File: src/rtl/dba_pkg.sv
// Package: shared types for the dual-bank arbiter.
// Assumes: one flash bank and one SRAM bank behind shared strobes.
package dba_pkg;

    // Bank targeted by the current sampled access.
    typedef enum logic [1:0] {
        BANK_NONE  = 2'd0,
        BANK_FLASH = 2'd1,
        BANK_SRAM  = 2'd2
    } bank_e;

    // Sampled control levels, all active low.
    typedef struct packed {
        logic flash_n;
        logic sram_n;
        logic strobe_n;
        logic gate_n;
    } ctl_t;

endpackage

File: src/rtl/dba_sync.sv
// Module: dba_sync
// A multi-stage flop pipeline. It synchronizes the control strobes and keeps
// the address and data aligned with them.
// Assumes: each bit is sampled independently, and the reset value is per bit.
module dba_sync #(
    parameter int unsigned   W       = 4,
    parameter int unsigned   STAGES  = 2,
    parameter logic [W-1:0]  RST_VAL = '0
) (
    input  logic         clk,
    input  logic         rst_n,
    input  logic [W-1:0] d_i,
    output logic [W-1:0] q_o
);

    logic [W-1:0] stg [STAGES];

    for (genvar i = 0; i < STAGES; i++) begin : g_stage
        if (i == 0) begin : g_first
            // Capture the raw input into the first stage.
            always_ff @(posedge clk) begin
                if (!rst_n) stg[i] <= RST_VAL;
                else        stg[i] <= d_i;
            end
        end else begin : g_next
            // Move the value one stage down the chain.
            always_ff @(posedge clk) begin
                if (!rst_n) stg[i] <= RST_VAL;
                else        stg[i] <= stg[i-1];
            end
        end
    end

    assign q_o = stg[STAGES-1];

endmodule

File: src/rtl/dba_decode.sv
// Module: dba_decode
// Combinational decode of the synchronized controls. It picks the bank,
// detects a read, and forms the per-bank write levels and the flash inhibit.
// Assumes: inputs are already synchronized. Flash wins when both selects are low.
module dba_decode
    import dba_pkg::*;
(
    input  ctl_t  ctl_i,
    output bank_e bank_o,
    output logic  rd_o,
    output logic  fl_low_o,
    output logic  fl_inh_o,
    output logic  sr_low_o
);

    // Bank choice, with the flash select dominant.
    always_comb begin
        if (!ctl_i.flash_n)     bank_o = BANK_FLASH;
        else if (!ctl_i.sram_n) bank_o = BANK_SRAM;
        else                    bank_o = BANK_NONE;
    end

    // Read, write level and inhibit terms.
    always_comb begin
        rd_o     = (bank_o != BANK_NONE) && !ctl_i.gate_n && ctl_i.strobe_n;
        fl_low_o = (bank_o == BANK_FLASH) && !ctl_i.strobe_n;
        fl_inh_o = !ctl_i.gate_n;
        sr_low_o = (bank_o == BANK_SRAM) && !ctl_i.strobe_n;
    end

endmodule

File: src/rtl/dba_wqual.sv
// Module: dba_wqual
// Write qualifier for one bank. It measures how long the write level stays
// low. When the level ends after at least MIN cycles, it issues one request
// pulse with the address and data captured in the last active cycle.
// Assumes: low_i and inhibit_i come from synchronized controls.
module dba_wqual #(
    parameter int unsigned AW  = 17,
    parameter int unsigned DW  = 8,
    parameter int unsigned MIN = 2
) (
    input  logic          clk,
    input  logic          rst_n,
    input  logic          low_i,
    input  logic          inhibit_i,
    input  logic [AW-1:0] addr_i,
    input  logic [DW-1:0] data_i,
    output logic          req_o,
    output logic [AW-1:0] addr_o,
    output logic [DW-1:0] data_o
);

    localparam int unsigned CW = $clog2(MIN + 1);

    logic          act_q;
    logic [CW-1:0] cnt_q;
    logic          req_q;
    logic [AW-1:0] addr_q;
    logic [DW-1:0] data_q;
    logic          live;

    assign live = low_i && !inhibit_i;

    // Track the active level, count its length and fire when it ends.
    always_ff @(posedge clk) begin
        if (!rst_n) begin
            act_q <= 1'b0;
            cnt_q <= '0;
            req_q <= 1'b0;
        end else begin
            req_q <= act_q && !low_i && !inhibit_i && (cnt_q >= CW'(MIN));
            act_q <= live;
            if (!live)                cnt_q <= '0;
            else if (cnt_q < CW'(MIN)) cnt_q <= cnt_q + 1'b1;
        end
    end

    // Hold the address and data of the most recent active cycle.
    always_ff @(posedge clk) begin
        if (!rst_n) begin
            addr_q <= '0;
            data_q <= '0;
        end else if (live) begin
            addr_q <= addr_i;
            data_q <= data_i;
        end
    end

    assign req_o  = req_q;
    assign addr_o = addr_q;
    assign data_o = data_q;

    // a request pulse never lasts more than one clock.
    a_r9_single_pulse: assert property (@(posedge clk) disable iff (!rst_n)
        req_q |=> !req_q);

endmodule

File: src/rtl/dual_bank_arbiter.sv
// Module: dual_bank_arbiter (top)
// Routes the accesses of a shared asynchronous memory interface to a flash
// bank or an SRAM bank. It synchronizes the strobes, gives flash priority,
// drives read data only during qualified reads, inhibits flash writes while
// the output gate is low, and filters short write strobes.
// Assumes: address and data are stable while a strobe is active and for a
// few cycles after it. The bank read data returns combinationally from the
// request address.
module dual_bank_arbiter
    import dba_pkg::*;
#(
    parameter int unsigned ADDR_W     = 18,
    parameter int unsigned SRAM_AW    = 17,
    parameter int unsigned DATA_W     = 8,
    parameter int unsigned SYNC_STG   = 2,
    parameter int unsigned GLITCH_MIN = 2
) (
    input  logic              clk,
    input  logic              rst_n,
    input  logic              flash_sel_n,
    input  logic              sram_sel_n,
    input  logic              wstb_n,
    input  logic              rdgate_n,
    input  logic [ADDR_W-1:0] addr,
    input  logic [DATA_W-1:0] wdata,
    output logic [DATA_W-1:0] rdata_bus,
    output logic              bus_drive,
    output logic              standby,
    output logic              fl_rd,
    output logic              fl_wr,
    output logic [ADDR_W-1:0] fl_addr,
    output logic [DATA_W-1:0] fl_wdata,
    input  logic [DATA_W-1:0] fl_rdata,
    output logic              sr_rd,
    output logic              sr_wr,
    output logic [SRAM_AW-1:0] sr_addr,
    output logic [DATA_W-1:0] sr_wdata,
    input  logic [DATA_W-1:0] sr_rdata
);

    localparam int unsigned CTL_W = $bits(ctl_t);
    localparam int unsigned BUS_W = ADDR_W + DATA_W;

    ctl_t              ctl_raw;
    logic [CTL_W-1:0]  ctl_q;
    ctl_t              ctl_s;
    logic [BUS_W-1:0]  bus_q;
    logic [ADDR_W-1:0] addr_s;
    logic [DATA_W-1:0] data_s;

    bank_e             bank;
    logic              rd;
    logic              fl_low, fl_inh, sr_low;

    logic              fl_rd_q, sr_rd_q, den_q, src_sram_q, stby_q;
    logic [ADDR_W-1:0] rd_addr_q;

    logic [ADDR_W-1:0]  wf_addr;
    logic [SRAM_AW-1:0] ws_addr;

    assign ctl_raw = '{flash_n: flash_sel_n, sram_n: sram_sel_n,
                       strobe_n: wstb_n, gate_n: rdgate_n};

    dba_sync #(.W(CTL_W), .STAGES(SYNC_STG), .RST_VAL({CTL_W{1'b1}})) u_ctl_sync (
        .clk(clk), .rst_n(rst_n), .d_i(ctl_raw), .q_o(ctl_q)
    );

    dba_sync #(.W(BUS_W), .STAGES(SYNC_STG), .RST_VAL({BUS_W{1'b0}})) u_bus_sync (
        .clk(clk), .rst_n(rst_n), .d_i({addr, wdata}), .q_o(bus_q)
    );

    assign ctl_s  = ctl_t'(ctl_q);
    assign addr_s = bus_q[BUS_W-1:DATA_W];
    assign data_s = bus_q[DATA_W-1:0];

    dba_decode u_dec (
        .ctl_i(ctl_s), .bank_o(bank), .rd_o(rd),
        .fl_low_o(fl_low), .fl_inh_o(fl_inh), .sr_low_o(sr_low)
    );

    dba_wqual #(.AW(ADDR_W), .DW(DATA_W), .MIN(GLITCH_MIN)) u_wq_flash (
        .clk(clk), .rst_n(rst_n), .low_i(fl_low), .inhibit_i(fl_inh),
        .addr_i(addr_s), .data_i(data_s),
        .req_o(fl_wr), .addr_o(wf_addr), .data_o(fl_wdata)
    );

    dba_wqual #(.AW(SRAM_AW), .DW(DATA_W), .MIN(GLITCH_MIN)) u_wq_sram (
        .clk(clk), .rst_n(rst_n), .low_i(sr_low), .inhibit_i(1'b0),
        .addr_i(addr_s[SRAM_AW-1:0]), .data_i(data_s),
        .req_o(sr_wr), .addr_o(ws_addr), .data_o(sr_wdata)
    );

    // Register the read requests, the bus drive and the standby state.
    always_ff @(posedge clk) begin
        if (!rst_n) begin
            fl_rd_q    <= 1'b0;
            sr_rd_q    <= 1'b0;
            den_q      <= 1'b0;
            src_sram_q <= 1'b0;
            stby_q     <= 1'b1;
            rd_addr_q  <= '0;
        end else begin
            fl_rd_q    <= rd && (bank == BANK_FLASH);
            sr_rd_q    <= rd && (bank == BANK_SRAM);
            den_q      <= rd;
            src_sram_q <= (bank == BANK_SRAM);
            stby_q     <= (bank == BANK_NONE);
            rd_addr_q  <= addr_s;
        end
    end

    assign fl_rd     = fl_rd_q;
    assign sr_rd     = sr_rd_q;
    assign fl_addr   = fl_wr ? wf_addr : rd_addr_q;
    assign sr_addr   = sr_wr ? ws_addr : rd_addr_q[SRAM_AW-1:0];
    assign bus_drive = den_q;
    assign standby   = stby_q;
    assign rdata_bus = !den_q ? '0 : (src_sram_q ? sr_rdata : fl_rdata);

    // a low flash select keeps SRAM reads off in the next cycle.
    a_r1_flash_wins: assert property (@(posedge clk) disable iff (!rst_n)
        !ctl_s.flash_n |=> !sr_rd);

    // in standby, nothing is requested and the bus floats.
    a_r2_standby_quiet: assert property (@(posedge clk) disable iff (!rst_n)
        standby |-> (!bus_drive && !fl_rd && !sr_rd));

    // a high output gate floats the bus in the next cycle.
    a_r3_gate_floats: assert property (@(posedge clk) disable iff (!rst_n)
        ctl_s.gate_n |=> !bus_drive);

    // at most one bank is read at a time.
    a_r3_one_reader: assert property (@(posedge clk) disable iff (!rst_n)
        $onehot0({fl_rd, sr_rd}));

    // a low output gate suppresses a flash write request in the next cycle.
    a_r5_flash_blocked: assert property (@(posedge clk) disable iff (!rst_n)
        !ctl_s.gate_n |=> !fl_wr);

endmodule

File: config.mk
export PLATFORM = sky130hd
export DESIGN_NAME = dual_bank_arbiter
export DESIGN_NICKNAME = d
export VERILOG_FILES = /design/src/rtl/dba_pkg.sv /design/src/rtl/dba_sync.sv /design/src/rtl/dba_decode.sv /design/src/rtl/dba_wqual.sv /design/src/rtl/dual_bank_arbiter.sv
export SDC_FILE = /design/constraint.sdc
export NUM_CORES = 1
export LEC_CHECK = 0
export CAP_MARGIN = 20
export CORE_ASPECT_RATIO = 0.8
export CORE_MARGIN = 3
export CORE_UTILIZATION = 49
export DETAILED_ROUTE_END_ITERATION = 8
export PLACE_DENSITY = 0.78
export SETUP_SLACK_MARGIN = 0.1
export SLEW_MARGIN = 20
export SYNTH_ARGS = -nofsm -noshare
export SYNTH_HDL_FRONTEND = slang
export SYNTH_SLANG_ARGS = --single-unit
File: constraint.sdc
create_clock -name clk -period 1.8 [get_ports clk]
set_clock_uncertainty 0.1 [all_clocks]
set_input_delay 0.36 -clock clk [delete_from_list [all_inputs] [get_ports clk]]
set_output_delay 0.36 -clock clk [all_outputs]
set_load 0.01 [all_outputs]
==> key figures <==
Status
  • Status: finished, violations left
  • Failing checks: setup timing

Worst setup path
  • Largest stage delay, worst path: 0.40 ns
  • CP max FO: 6
  • Worst-path cell chain: buf_12, buf_12, mux2_4, buf_6
  • Crit-path most repeated cell: buf_12
  • Arrival time worst endpoint: 1.48 ns
  • Setup crit end kind: output port
  • Worst Path Buf+Inv: 3
  • Crit path max-delay cell type: dfxtp_4
  • Critical Path RT: 1.34 ns
  • CP Launch Type: flip-flop
  • Top Family by Delay on Critical Path: flip-flops
  • CP Class: reg2out

Synth
  • Cells after Synth: 455
  • Top_reg_cell synth: dfxtp_1
  • Post-synthesis async set-or-reset flop share: 0%
  • Netlist cell types: 24
  • Synth top area cells: dfxtp_1 (58%), mux2i_1 (12%), mux2_2 (8.0%)
  • Syn avg cell area: 10.81 µm²
  • Synth Warn #: 0
  • Synthesized cell area: 0.004920 mm²
  • Leading cell types by count after synthesis: dfxtp_1 (142), nand2_1 (77), mux2i_1 (59)
  • Post-synthesis sequential area ratio: 57.78%
  • Yosys top cell by area: dfxtp_1
  • Top-count cell post-synth: dfxtp_1
  • Synth top area share: 57.78%
  • Number of synthesized flops with an enable pin: 0
  • Syn Nets: 505
  • Synthesis-stage register bit count: 142

Place
  • Dpl cells: 690
  • Cell area after placement: 0.006247 mm²
  • Post-placement setup slack: -0.2564 ns
  • GP Congestion: 0.7311
  • DPL Wire Length: 6714 µm
  • Buffers on Ports: 112

Layout
  • Footprint of the multi-input gates: 0.001993 mm²
  • Nets: 642
  • Final std cells w/o fill: 739
  • Layout cells sized above 1: 24.88%
  • Ant. Diodes: 0
  • Finished Cell Area: 0.007204 mm²
  • Layout overhead on the synthesized area: 46.44%
  • Sequential cell area: 0.002855 mm²
  • Fillers: 672

Detailed routing
  • WL/cell: 14.65 µm
  • Routed Wire Length: 10820 µm
  • Detailed-router iteration count before antenna repair: 4
  • DRT iter0 DRCs: 118
  • DR DRC count: 0
  • Remaining antenna violation count after routing: 0
  • Via count: 3470
  • Vias per cell: 4.696

Clock tree
  • Clk slew on worst S/H paths: 0.05 ns
  • Hold_buf cts: 0
  • Worst-Skew Late Latency: 0.41 ns
  • CTS buffer count: 17
  • Max Root-Sink Buffers: 2
  • Num Clock Sinks: 142
  • Root buffer cell: clkbuf_16
  • CTS tree: yes
  • H-tree lvl count: 4

Die
  • Row count: 32
  • Initial core utilization: 50.57%
  • Die Y: 95.62 µm
  • Die Area: 0.01129 mm²
  • Ports: 113
  • Std-Cell Core Area: 0.009729 mm²
  • DIE WIDTH: 118.0 µm

Power and ir drop
  • Worst IR Drop VDD: 0.7329 mV
  • Pwr Density: 963.1 mW/mm²
  • Final Power: 6939 µW
  • Pleak: 0.003292 µW

Global route
  • Global route overflow: 0
  • Antenna violations before repair: 0
  • Total track usage: 19.47%
  • First-pass GRT wire length: 17020 µm
  • Largest net degree at the start of global routing: 48
  • Vias in the first global route: 3470

Hold path
  • Min-Delay Path Class: in2reg

STA
  • Min Tclk post-route: 1.942 ns
  • Slew HR: 81.84%
  • Max-slew violation count: 0
  • Final hold slack: 0.2231 ns
  • Tcrit/Tclk final: 107.9%
  • Fin. Hold Viols: 0
  • Actual slew at the worst max-slew pin: 0.2712 ns
  • RSZ-0062 raised after global routing: true
  • Number of setup violations in the final report: 35
  • Final WS setup: -0.1425 ns
  • Max Freq: 514.8 MHz

Job
  • Max-cap violation count: 0
## area by class of cell
class                      count  area share, %
clock inverter                10          1.615
clock buffer                  20          6.339
inverter                      22          1.146
timing repair buffer         145          21.24
tap                          136          2.362
multi-input combinational    264          27.67
sequential                   142          39.63
## per-layer routing
metal / track usage [%] / wire [µm]
met5: 0 / 0
met4: 8.195 / 183
met3: 5.694 / 451
met2: 34.43 / 5562
met1: 22.40 / 4627
## tightest hold or removal path: cells and delay by family
family	cells	cell delay [ns]
and+or+nand+nor	2	0.15
buffers and inverters	1	0.18
## layout by cell type, fill, tap and decap left out, types with 8 or more instances in the layout
| cell | count |
|---|---|
| dfxtp_1 | 138 |
| nand2b_1 | 9 |
| mux2i_1 | 59 |
| mux2_4 | 34 |
| dlygate4sd2_1 | 20 |
| buf_6 | 47 |
| and2_1 | 52 |
| clkdlybuf4s50_1 | 46 |
| nand2_1 | 77 |
| nor2b_1 | 10 |
| clkbuf_16 | 19 |
| inv_1 | 22 |
| buf_2 | 8 |
| buf_4 | 12 |
## cell families (layout without fill, tap and decap cells)
logic type      count (synthesis)  count (layout)  share of synthesized area (%)
compound gates                  3               3                         0.4834
fa+ha+maj                       2               2                         0.5086
buf+inv                        49             197                          4.400
xor+xnor                        2               2                         0.3561
flops                         142             142                          57.78
simple gates                  163             163                          16.45
mux                            94              94                          20.02
## per-stage QoR
| stage | util [%] | setup TNS, ns |
|---|---|---|
| after floorplan | - | 0 |
| after global placement | 64.21 | -2.288 |
| after detailed placement | 64.21 | -2.645 |
| after CTS | 72.48 | -3.845 |
| after global routing | 74.05 | -4.915 |
| final | 74.05 | -3.469 |
## report_power, final
group          internal [µW]  switching [µW]
Combinational            220             133
Sequential              3220            23.9
Clock                   2090            1250
## state kept, by name (all words and copies together) (netlist names), 2 cells and up
signal,count
u_wq_flash.data_o,8
u_wq_flash.cnt_q,2
u_bus_sync.stg,52
u_wq_flash.addr_o,18
u_ctl_sync.stg,8
u_wq_sram.data_o,8
u_wq_sram.cnt_q,2
rd_addr_q,18
u_wq_sram.addr_o,17
## what timing repair did
action	in CTS	in global routing
pin swaps	0	0
setup buffers	12	3
resized for setup	262	26
setup endpoints to repair	65	44
gates cloned	2	2
## path summary, 6_finish.rpt
kind	start	to	slack, ns	cells past startpoint
setup reg to reg	u_ctl_sync.stg[1][0]	u_wq_flash.addr_o[4]	0.25	3
hold reg to reg	u_ctl_sync.stg[0][2]	u_ctl_sync.stg[1][2]	0.32	1
hold / removal	rst_n	u_wq_flash.req_o	0.22	3
setup / recovery	u_wq_sram.req_o	sr_addr[16]	-0.14	4
No activity file was read; power rests on OpenSTA's default activity.
